--- src/rtl/port_cmd_pkg.sv ---
package port_cmd_pkg;
  localparam int REG_W = 32;
  localparam logic [REG_W-1:0] RO_MASK = 32'h007D_FFE0;
  localparam int START_BIT = 0;
  localparam int FRE_BIT = 4;
  localparam int CLR_BIT = 15;
  localparam int FRR_BIT = 14;
  localparam int PWR_LSB = 28;
  localparam int PWR_W = 4;
  localparam logic [PWR_W-1:0] PWR_PARTIAL = 4'h2;
  localparam logic [PWR_W-1:0] PWR_SLUMBER = 4'h6;
  localparam logic [REG_W-1:0] RUN_MASK = (REG_W'(1) << CLR_BIT) | (REG_W'(1) << FRR_BIT);
  localparam logic [REG_W-1:0] RO_FIXED = RO_MASK & ~RUN_MASK;

  typedef struct packed {
    logic commit;
    logic clbSet;
    logic clbClr;
    logic fisSet;
    logic fisClr;
    logic mapFail;
  } cmdStrobe_t;
endpackage

--- src/rtl/region_addr_chk.sv ---
module region_addr_chk #(
  parameter int ADDR_W = 32,
  parameter int REGION_BYTES = 1024
) (
  input  logic [ADDR_W-1:0] base,
  output logic              ok
);
  localparam bool_pow2 = ((REGION_BYTES & (REGION_BYTES - 1)) == 0);
  localparam int ALIGN_W = (REGION_BYTES > 1) ? $clog2(REGION_BYTES) : 1;

  generate
    if (bool_pow2 && REGION_BYTES > 1) begin : g_pow2
      always_comb ok = (base != '0) && (base[ALIGN_W-1:0] == '0);
    end else begin : g_mod
      always_comb ok = (base != '0) && ((base % ADDR_W'(REGION_BYTES)) == '0);
    end
  endgenerate
endmodule

--- src/rtl/port_cmd_ctrl.sv ---
module port_cmd_ctrl
  import port_cmd_pkg::*;
(
  input  logic             clk,
  input  logic             rstN,
  input  logic             wrEn,
  input  logic [REG_W-1:0] wrData,
  input  logic             clbOk,
  input  logic             fisOk,
  output cmdStrobe_t       stb
);
  logic startReq;
  logic freReq;

  always_comb begin
    startReq    = wrData[START_BIT];
    freReq      = wrData[FRE_BIT];
    stb.commit  = wrEn;
    stb.clbSet  = wrEn && startReq && clbOk;
    stb.clbClr  = wrEn && !startReq;
    stb.fisSet  = wrEn && freReq && fisOk;
    stb.fisClr  = wrEn && !freReq;
    stb.mapFail = wrEn && ((startReq && !clbOk) || (freReq && !fisOk));
  end


  fail_only_on_enable_chk: assert property (@(posedge clk) disable iff (!rstN)
    stb.mapFail |-> (stb.commit && !(stb.clbSet && stb.fisSet)));


  set_clr_excl_chk: assert property (@(posedge clk) disable iff (!rstN)
    !(stb.clbSet && stb.clbClr) && !(stb.fisSet && stb.fisClr));
endmodule

--- src/rtl/port_cmd_dp.sv ---
module port_cmd_dp
  import port_cmd_pkg::*;
(
  input  logic             clk,
  input  logic             rstN,
  input  cmdStrobe_t       stb,
  input  logic [REG_W-1:0] wrData,
  output logic [REG_W-1:0] cmdQ,
  output logic             errQ
);
  logic [REG_W-1:0] cmdNext;

  always_comb begin
    cmdNext = (cmdQ & RO_MASK) | (wrData & ~RO_MASK);
    if (stb.clbSet)      cmdNext[CLR_BIT] = 1'b1;
    else if (stb.clbClr) cmdNext[CLR_BIT] = 1'b0;
    if (stb.fisSet)      cmdNext[FRR_BIT] = 1'b1;
    else if (stb.fisClr) cmdNext[FRR_BIT] = 1'b0;
  end

  always_ff @(posedge clk) begin
    if (!rstN) begin
      cmdQ <= '0;
      errQ <= 1'b0;
    end else begin
      if (stb.commit) cmdQ <= cmdNext;
      errQ <= stb.mapFail;
    end
  end


  rw_take_chk: assert property (@(posedge clk) disable iff (!rstN)
    stb.commit |=> ((cmdQ & ~RO_MASK) == ($past(wrData) & ~RO_MASK)));


  ro_fixed_zero_chk: assert property (@(posedge clk) disable iff (!rstN)
    (cmdQ & RO_FIXED) == '0);


  clb_stop_chk: assert property (@(posedge clk) disable iff (!rstN)
    (stb.commit && !wrData[START_BIT]) |=> !cmdQ[CLR_BIT]);


  run_needs_enable_chk: assert property (@(posedge clk) disable iff (!rstN)
    (stb.commit && !wrData[START_BIT] && !wrData[FRE_BIT]) |=> ((cmdQ & RUN_MASK) == '0));


  idle_hold_chk: assert property (@(posedge clk) disable iff (!rstN)
    !stb.commit |=> $stable(cmdQ));


  err_follows_write_chk: assert property (@(posedge clk) disable iff (!rstN)
    $rose(errQ) |-> $past(stb.commit));
endmodule

--- src/rtl/port_cmd_status.sv ---
module port_cmd_status
  import port_cmd_pkg::*;
#(
  parameter int ADDR_W = 32,
  parameter int CL_BYTES = 1024,
  parameter int FIS_BYTES = 256
) (
  input  logic              clk,
  input  logic              rstN,
  input  logic              wrEn,
  input  logic [31:0]       wrData,
  input  logic              rdEn,
  output logic [31:0]       rdData,
  input  logic [ADDR_W-1:0] clbBase,
  input  logic [ADDR_W-1:0] fisBase,
  output logic              clbRunning,
  output logic              fisRunning,
  output logic              mapErr,
  output logic              partialReq,
  output logic              slumberReq
);
  logic             clbOk;
  logic             fisOk;
  cmdStrobe_t       stb;
  logic [REG_W-1:0] cmdQ;
  logic [PWR_W-1:0] pwrField;

  region_addr_chk #(.ADDR_W(ADDR_W), .REGION_BYTES(CL_BYTES)) uClbChk (
    .base(clbBase), .ok(clbOk));

  region_addr_chk #(.ADDR_W(ADDR_W), .REGION_BYTES(FIS_BYTES)) uFisChk (
    .base(fisBase), .ok(fisOk));

  port_cmd_ctrl uCtrl (
    .clk(clk), .rstN(rstN), .wrEn(wrEn), .wrData(wrData),
    .clbOk(clbOk), .fisOk(fisOk), .stb(stb));

  port_cmd_dp uDp (
    .clk(clk), .rstN(rstN), .stb(stb), .wrData(wrData),
    .cmdQ(cmdQ), .errQ(mapErr));

  always_comb begin
    pwrField   = cmdQ[PWR_LSB +: PWR_W];
    rdData     = rdEn ? cmdQ : '0;
    clbRunning = cmdQ[CLR_BIT];
    fisRunning = cmdQ[FRR_BIT];
    partialReq = (pwrField == PWR_PARTIAL);
    slumberReq = (pwrField == PWR_SLUMBER);
  end


  clb_start_chk: assert property (@(posedge clk) disable iff (!rstN)
    (wrEn && wrData[START_BIT] && clbOk) |=> clbRunning);


  fis_start_chk: assert property (@(posedge clk) disable iff (!rstN)
    (wrEn && wrData[FRE_BIT] && fisOk) |=> fisRunning);


  pwr_excl_chk: assert property (@(posedge clk) disable iff (!rstN)
    !(partialReq && slumberReq));
endmodule

--- config.mk ---
export PLATFORM = sky130hd
export DESIGN_NAME = port_cmd_status
export DESIGN_NICKNAME = d
export VERILOG_FILES = /design/src/rtl/port_cmd_pkg.sv /design/src/rtl/region_addr_chk.sv /design/src/rtl/port_cmd_ctrl.sv /design/src/rtl/port_cmd_dp.sv /design/src/rtl/port_cmd_status.sv
export SDC_FILE = /design/constraint.sdc
export NUM_CORES = 1
export LEC_CHECK = 0
export BUFFER_PORTS_ARGS = -buffer_cell sky130_fd_sc_hd__buf_4
export CORE_MARGIN = 8
export CORE_UTILIZATION = 35
export DETAILED_ROUTE_END_ITERATION = 10
export PLACE_DENSITY = 0.85
export SYNTH_ARGS = -nofsm -noshare
export SYNTH_HDL_FRONTEND = slang
export SYNTH_SLANG_ARGS = --single-unit
--- constraint.sdc ---
create_clock -name clk -period 2.6 [get_ports clk]
set_input_delay 0.52 -clock clk [delete_from_list [all_inputs] [get_ports clk]]
set_output_delay 0.52 -clock clk [all_outputs]
set_load 0.005 [all_outputs]
==> results of run 1 <==
## registers in the layout (all words and copies together), names as in the netlist
register,flops
uDp.errQ,1
uDp.cmdQ,17
## tightest hold or removal path: cells and delay by family
| kind | cells | cell delay [ns] |
|---|---|---|
| mux | 1 | 0.05 |
| buf+inv | 1 | 0.08 |
| simple gates | 1 | 0.09 |
## area by class of cell
type | count | share of cell area [%]
Multi-Input combinational cell | 98 | 34.9
Sequential cell | 18 | 19.0
Timing Repair Buffer | 104 | 41.1
Clock buffer | 4 | 1.91
Inverter | 1 | 0.198
Tap cell | 44 | 2.90
## cells by family (layout without fill, tap and decap cells)
group | count (synthesis) | count (layout) | share of synthesized area (%)
AOI/OAI and AO/OA | 7 | 7 | 5.57
buffers and inverters | 21 | 109 | 13.7
DFF | 18 | 18 | 32.1
muxes | 15 | 15 | 13.4
other | 1 | 15 | 0.334
and+or+nand+nor | 61 | 61 | 35.0
## where the power goes
| part | internal [W] | leakage (nW) | total, W | switching [W] |
|---|---|---|---|---|
| Sequential | 0.000290 | 0.148 | 0.000298 | 0.00000713 |
| Combinational | 0.000117 | 0.768 | 0.000175 | 0.0000577 |
| Clock | 0.0000852 | 0.0210 | 0.000167 | 0.0000814 |
| Total | 0.000493 | 0.937 | 0.000639 | 0.000146 |
## per-layer routing
layer	global-route usage [%]	routed length, µm
met4	5.33	34
met5	0	0
met1	13.5	1350
met2	24.3	1870
met3	6.73	428
## cells in the final DEF, fill, tap and decap left out
cell type / count
buf_4: 104
dfxtp_1: 18
and2_1: 17
mux2i_1: 15
nor2b_1: 15
conb_1: 15
nor4_1: 11
nand3_1: 4
nor4_2: 4
nor2_1: 4
clkbuf_4: 3
nand4_1: 2
nand2_1: 2
o211ai_1: 2
o31ai_1: 2
nor4bb_1: 1
o21ba_1: 1
o21ba_2: 1
o22ai_2: 1
inv_1: 1
nor4b_1: 1
clkbuf_8: 1
## stage by stage
stage          power [W]  cells  hold slack [ns]
4_1_cts         0.000648    269            0.478
2_1_floorplan   0.000377    137            0.474
5_1_grt         0.000677    269            0.477
3_5_place_dp    0.000480    265            0.496
3_3_place_gp    0.000476    265            0.485
6_report        0.000639    269            0.484
## worst min path at each step
stage / from / endpoint / slack (ns) / cells past startpoint
CTS: wrData[24] / uDp.cmdQ[24]$_SDFFE_PN0P_ / 0.48 / 3
finish: wrData[24] / uDp.cmdQ[24]$_SDFFE_PN0P_ / 0.48 / 3
floorplan: uDp.cmdQ[0]$_SDFFE_PN0P_ / uDp.cmdQ[0]$_SDFFE_PN0P_ / 0.47 / 2
detailed placement: uDp.cmdQ[4]$_SDFFE_PN0P_ / uDp.cmdQ[4]$_SDFFE_PN0P_ / 0.50 / 2
global placement: uDp.cmdQ[25]$_SDFFE_PN0P_ / uDp.cmdQ[25]$_SDFFE_PN0P_ / 0.49 / 2
global route: wrData[29] / uDp.cmdQ[29]$_SDFFE_PN0P_ / 0.48 / 3
==> flow_metrics.tcl, run 1 <==
set metrics [dict create \
    cp-end-kind "output port" \
    ff2ff_setup_slack_ns 1.96 \
    final.setup.tns_ns 0 \
    hold_viol 0 \
    grt_start_max_net_pins 20 \
    route.antenna.remaining_nets 0 \
    fmax_mhz 614 \
    avgViaCountPerCell 4.48 \
    gp_congestion 0.790 \
    dieHeight_um 72.7 \
    synth_top_area_cell "dfxtp_1" \
    grt.overflow.total 0 \
    cap_viol_max_count 0 \
    slowest_delay_ns 0.37 \
    post-dp-hpwl_um 3290 \
    syn_avg_cell_area_um2 9.13 \
    initial_core_util_pct 36.8 \
    rsz0062_at_grt "no" \
    finalSetupViolCount 0 \
    setup_ws_ns 0.971 \
    regArea_um2 360 \
    die_w_um 72.7 \
    synth_edf_count 0 \
    fin_crit_ns 1.63 \
    rows 20 \
    drc 0 \
    critPathRequiredTime_ns 2.08 \
    drt_iter0_drc 57 \
    yosys-top-cells-count "dfxtp_1 (18), and2_1 (17), buf_4 (15), mux2i_1 (15), nor2b_1 (15)" \
    grtUsageTotal_pct 13.8 \
    multi_input_area_um2 662 \
    worstSetupEndpoint "slumberReq" \
    worstPathCellList "nor4bb_1 > buf_4" \
    grt_pass1_wl_um 5910 \
    cpMaxStageDelayCell "dfxtp_1" \
    yosysSeqAreaShare_pct 32.1 \
    cts_hold_buf 0 \
    clk_pin_slew_ns 0.10 \
    drv_slew 0 \
    wl_per_cell_um 13.7 \
    core_region_area_um2 3050 \
    timing.rr.start "uDp.cmdQ[28]$_SDFFE_PN0P_" \
    finClkSkew_ns 0 \
    post-route-util_pct 62.2 \
    synthArstFlopShare_pct 0 \
    clockBufferDepth 2 \
    ys_ff_latch 18 \
    status "completed" \
    yosysWarnings 0 \
    synth_area_leaders "dfxtp_1 (32%), mux2i_1 (13%), buf_4 (10%)" \
    fillers 299 \
    cts_tree "yes" \
    drt_first_pass_iters 4 \
    arrival_ns 1.11 \
    crit_type "reg2out" \
    root_buffer "clkbuf_4" \
    synth_ff_type "dfxtp_1" \
    r2r_end "uDp.cmdQ[28]$_SDFFE_PN0P_" \
    worst-path-max-fanout 4 \
    ctsHtreeMaxLevel 1 \
    wl_um 3680 \
    crit_family "flip-flops" \
    cts_buffers 3 \
    path_buf_inv 1 \
    top_level_ports 137 \
    cp-start-kind "flip-flop" \
    portBuffers 104 \
    post_cts_resized 0 \
    synth_most_common_cell "dfxtp_1" \
    grt_pass1_vias 1343 \
    synthCells 123 \
    final_cell_area_um2 1900 \
    dieArea_um2 5280 \
    rr_worst_depth 2 \
    cts.sinks 18 \
    num_antenna_cells 0 \
    clk-insertion-delay-late_ns 0.28 \
    cp-startpoint "uDp.cmdQ[29]$_SDFFE_PN0P_" \
    syn_area_um2 1120 \
    ir_drop_v 0.000161 \
    syn2layout_area_growth_pct 68.9 \
    p_leak_nw 0.937 \
    final_nets 326 \
    finalCritPeriodShare_pct 62.6 \
    vias 1204 \
    drive_gt1_share_pct 50.7 \
    synth_top_area_share_pct 32.1 \
    path_depth 2 \
    antenna_found_initial 0 \
    powerDensity_nw_per_um2 337 \
    hp-class "in2reg" \
    dp_slack_ns 1.09 \
    post_cts_buffers 0 \
    yosys.cell_types.count 23 \
    dpl-instance-area_um2 1860 \
]
Note: power is estimated with default switching activity, not from simulation.
==> run 2: changes to the inputs <==
--- a/config.mk
+++ b/config.mk
@@ -7,9 +7,9 @@
 export LEC_CHECK = 0
 export BUFFER_PORTS_ARGS = -buffer_cell sky130_fd_sc_hd__buf_4
 export CORE_MARGIN = 8
-export CORE_UTILIZATION = 35
+export CORE_UTILIZATION = 32
 export DETAILED_ROUTE_END_ITERATION = 10
-export PLACE_DENSITY = 0.85
+export PLACE_DENSITY = 0.79
 export SYNTH_ARGS = -nofsm -noshare
 export SYNTH_HDL_FRONTEND = slang
 export SYNTH_SLANG_ARGS = --single-unit
==> constraint.sdc (replaced) <==
create_clock -name clk -period 1.5 [get_ports clk]
set_input_delay 0.3 -clock clk [delete_from_list [all_inputs] [get_ports clk]]
set_output_delay 0.3 -clock clk [all_outputs]
set_load 0.005 [all_outputs]
==> run 2 against run 1 <==
- first-iteration DRC count shrank 60%
- worst setup slack lost 0.86 ns
- wire length grew 0.27%
- final area grew 0.79%
- critical endpoint unchanged
==> flow_metrics.tcl, run 2 (synthesis results as in run 1) <==
set metrics [dict create \
    status "completed" \
    combinationalPowerShare_pct 27.2 \
    clockBufferDepth 2 \
    arrival_ns 1.09 \
    clk_pin_slew_ns 0.10 \
    top_level_ports 137 \
    dpl.cell_count 267 \
    rsz0062_at_grt "no" \
    ir_drop_v 0.000331 \
    antenna_found_initial 0 \
    power.internal_w 0.000855 \
    cts_tree "yes" \
    post-dp-hpwl_um 3210 \
    die_w_um 75.3 \
    final_cell_mix "buf_4 (104), dfxtp_1 (18), and2_1 (17)" \
    wl_per_cell_um 13.6 \
    crit_type "reg2out" \
    cts_buffers 3 \
    cts.sinks 18 \
    fin_hold_ws_ns 0.265 \
    drt_iter0_drc 23 \
    core_region_area_um2 3360 \
    drc 0 \
    rr_worst_depth 2 \
    gp_congestion 0.772 \
    initial_core_util_pct 33.4 \
    switching_share_pct 23.1 \
    vias 1199 \
    p_switching_w 0.000257 \
    portBuffers 104 \
    clk-insertion-delay-late_ns 0.29 \
    ff2ff_setup_slack_ns 0.80 \
    layout_commonest_cell "buf_4" \
    ctsHtreeMaxLevel 1 \
    powerDensity_nw_per_um2 581 \
    top_regs "uDp.cmdQ: 17 flops, uDp.errQ: 1 flops" \
    final_nets 326 \
    fin_crit_ns 1.39 \
    critPathRequiredTime_ns 1.20 \
    cap_viol_max_count 0 \
    finalCritPeriodShare_pct 92.9 \
    hold_viol 0 \
    finalSetupViolCount 0 \
    worstSetupEndpoint "slumberReq" \
    route.antenna.remaining_nets 0 \
    wl_um 3690 \
    post_cts_buffers 0 \
    grt_start_max_net_pins 20 \
    final.setup.tns_ns 0 \
    grt_pass1_vias 1287 \
    num_antenna_cells 0 \
    dieHeight_um 75.3 \
    hp-class "in2reg" \
    fmax_mhz 718 \
    p_leak_nw 0.939 \
    drv_slew 0 \
    grtUsageTotal_pct 12.5 \
    largest_reg_flops 17 \
    syn2layout_area_growth_pct 70.3 \
    p_total_w 0.00111 \
    rows 21 \
    grt_pass1_wl_um 5570 \
    drt_first_pass_iters 4 \
    cp-start-kind "flip-flop" \
    cp-end-kind "output port" \
    cp-startpoint "uDp.cmdQ[29]$_SDFFE_PN0P_" \
    avgViaCountPerCell 4.42 \
    finalNonFillerCells 271 \
    seqPwrFrac_pct 46.5 \
    dieArea_um2 5660 \
    r2r_end "uDp.cmdQ[28]$_SDFFE_PN0P_" \
    largest_register "uDp.cmdQ" \
    clkPwrFrac_pct 26.3 \
    grt.overflow.total 0 \
    drive_gt1_share_pct 51.6 \
    fillers 331 \
    timing.rr.start "uDp.cmdQ[28]$_SDFFE_PN0P_" \
    root_buffer "clkbuf_4" \
    finClkSkew_ns 0 \
    worst-path-max-fanout 4 \
]
run 2: routing by layer:
| metal | track usage, % | wire length (µm) | up-vias |
|---|---|---|---|
| li1 | - | - | 608 |
| met1 | 12.6 | 1360 | 526 |
| met2 | 22.8 | 1930 | 61 |
| met3 | 4.93 | 355 | 4 |
| met4 | 3.84 | 46 | 0 |
| met5 | 0 | 0 | - |
run 2: worst max-delay path, stage by stage, from the launching register on:
cell      delay (ns)
dfxtp_1         0.38
nor4bb_2        0.28
buf_4           0.15
run 2: cell type report:
| class | count | area (µm²) | area share, % |
|---|---|---|---|
| well taps | 46 | 57.6 | 3.01 |
| clock buffers | 4 | 36.3 | 1.90 |
| repair buffers | 104 | 781 | 40.8 |
| multi-input cells | 98 | 674 | 35.3 |
| inverters | 1 | 3.75 | 0.196 |
| flip-flops and latches | 18 | 360 | 18.8 |
run 2: how the worst min path moves through the flow:
stage	start	to	slack, ns	cells after the start
finish	wrData[1]	uDp.cmdQ[1]$_SDFFE_PN0P_	0.26	3
global route	wrData[27]	uDp.cmdQ[27]$_SDFFE_PN0P_	0.26	3
CTS	wrData[1]	uDp.cmdQ[1]$_SDFFE_PN0P_	0.25	3
detailed placement	uDp.cmdQ[26]$_SDFFE_PN0P_	uDp.cmdQ[26]$_SDFFE_PN0P_	0.49	2
global placement	uDp.cmdQ[25]$_SDFFE_PN0P_	uDp.cmdQ[25]$_SDFFE_PN0P_	0.49	2
floorplan	wrData[4]	uDp.cmdQ[14]$_SDFFE_PN0P_	0.45	2
run 2: power by group through the flow:
| stage | Clock, W | Combinational [W] | Sequential [W] |
|---|---|---|---|
| after CTS | 0.000311 | 0.000304 | 0.000517 |
| after floorplan | 0 | 0.000129 | 0.000524 |
| final | 0.000292 | 0.000302 | 0.000518 |
| after global placement | 0 | 0.000298 | 0.000527 |
| after global routing | 0.000327 | 0.000333 | 0.000521 |
| after detailed placement | 0 | 0.000303 | 0.000528 |
run 2: through the flow:
step	setup WS, ns	util (%)	area, µm²
3_3_place_gp	0.206	55.4	1860
5_1_grt	0.0346	56.9	1910
3_5_place_dp	0.187	55.4	1860
2_1_floorplan	0.432	-	1180
6_report	0.107	56.9	1910
4_1_cts	0.0833	56.5	1900
run 2: what timing repair did:
action                                  CTS  global route
endpoints found under the setup margin    0             2
hold buffers                              0             0
gates resized for setup                   0             2
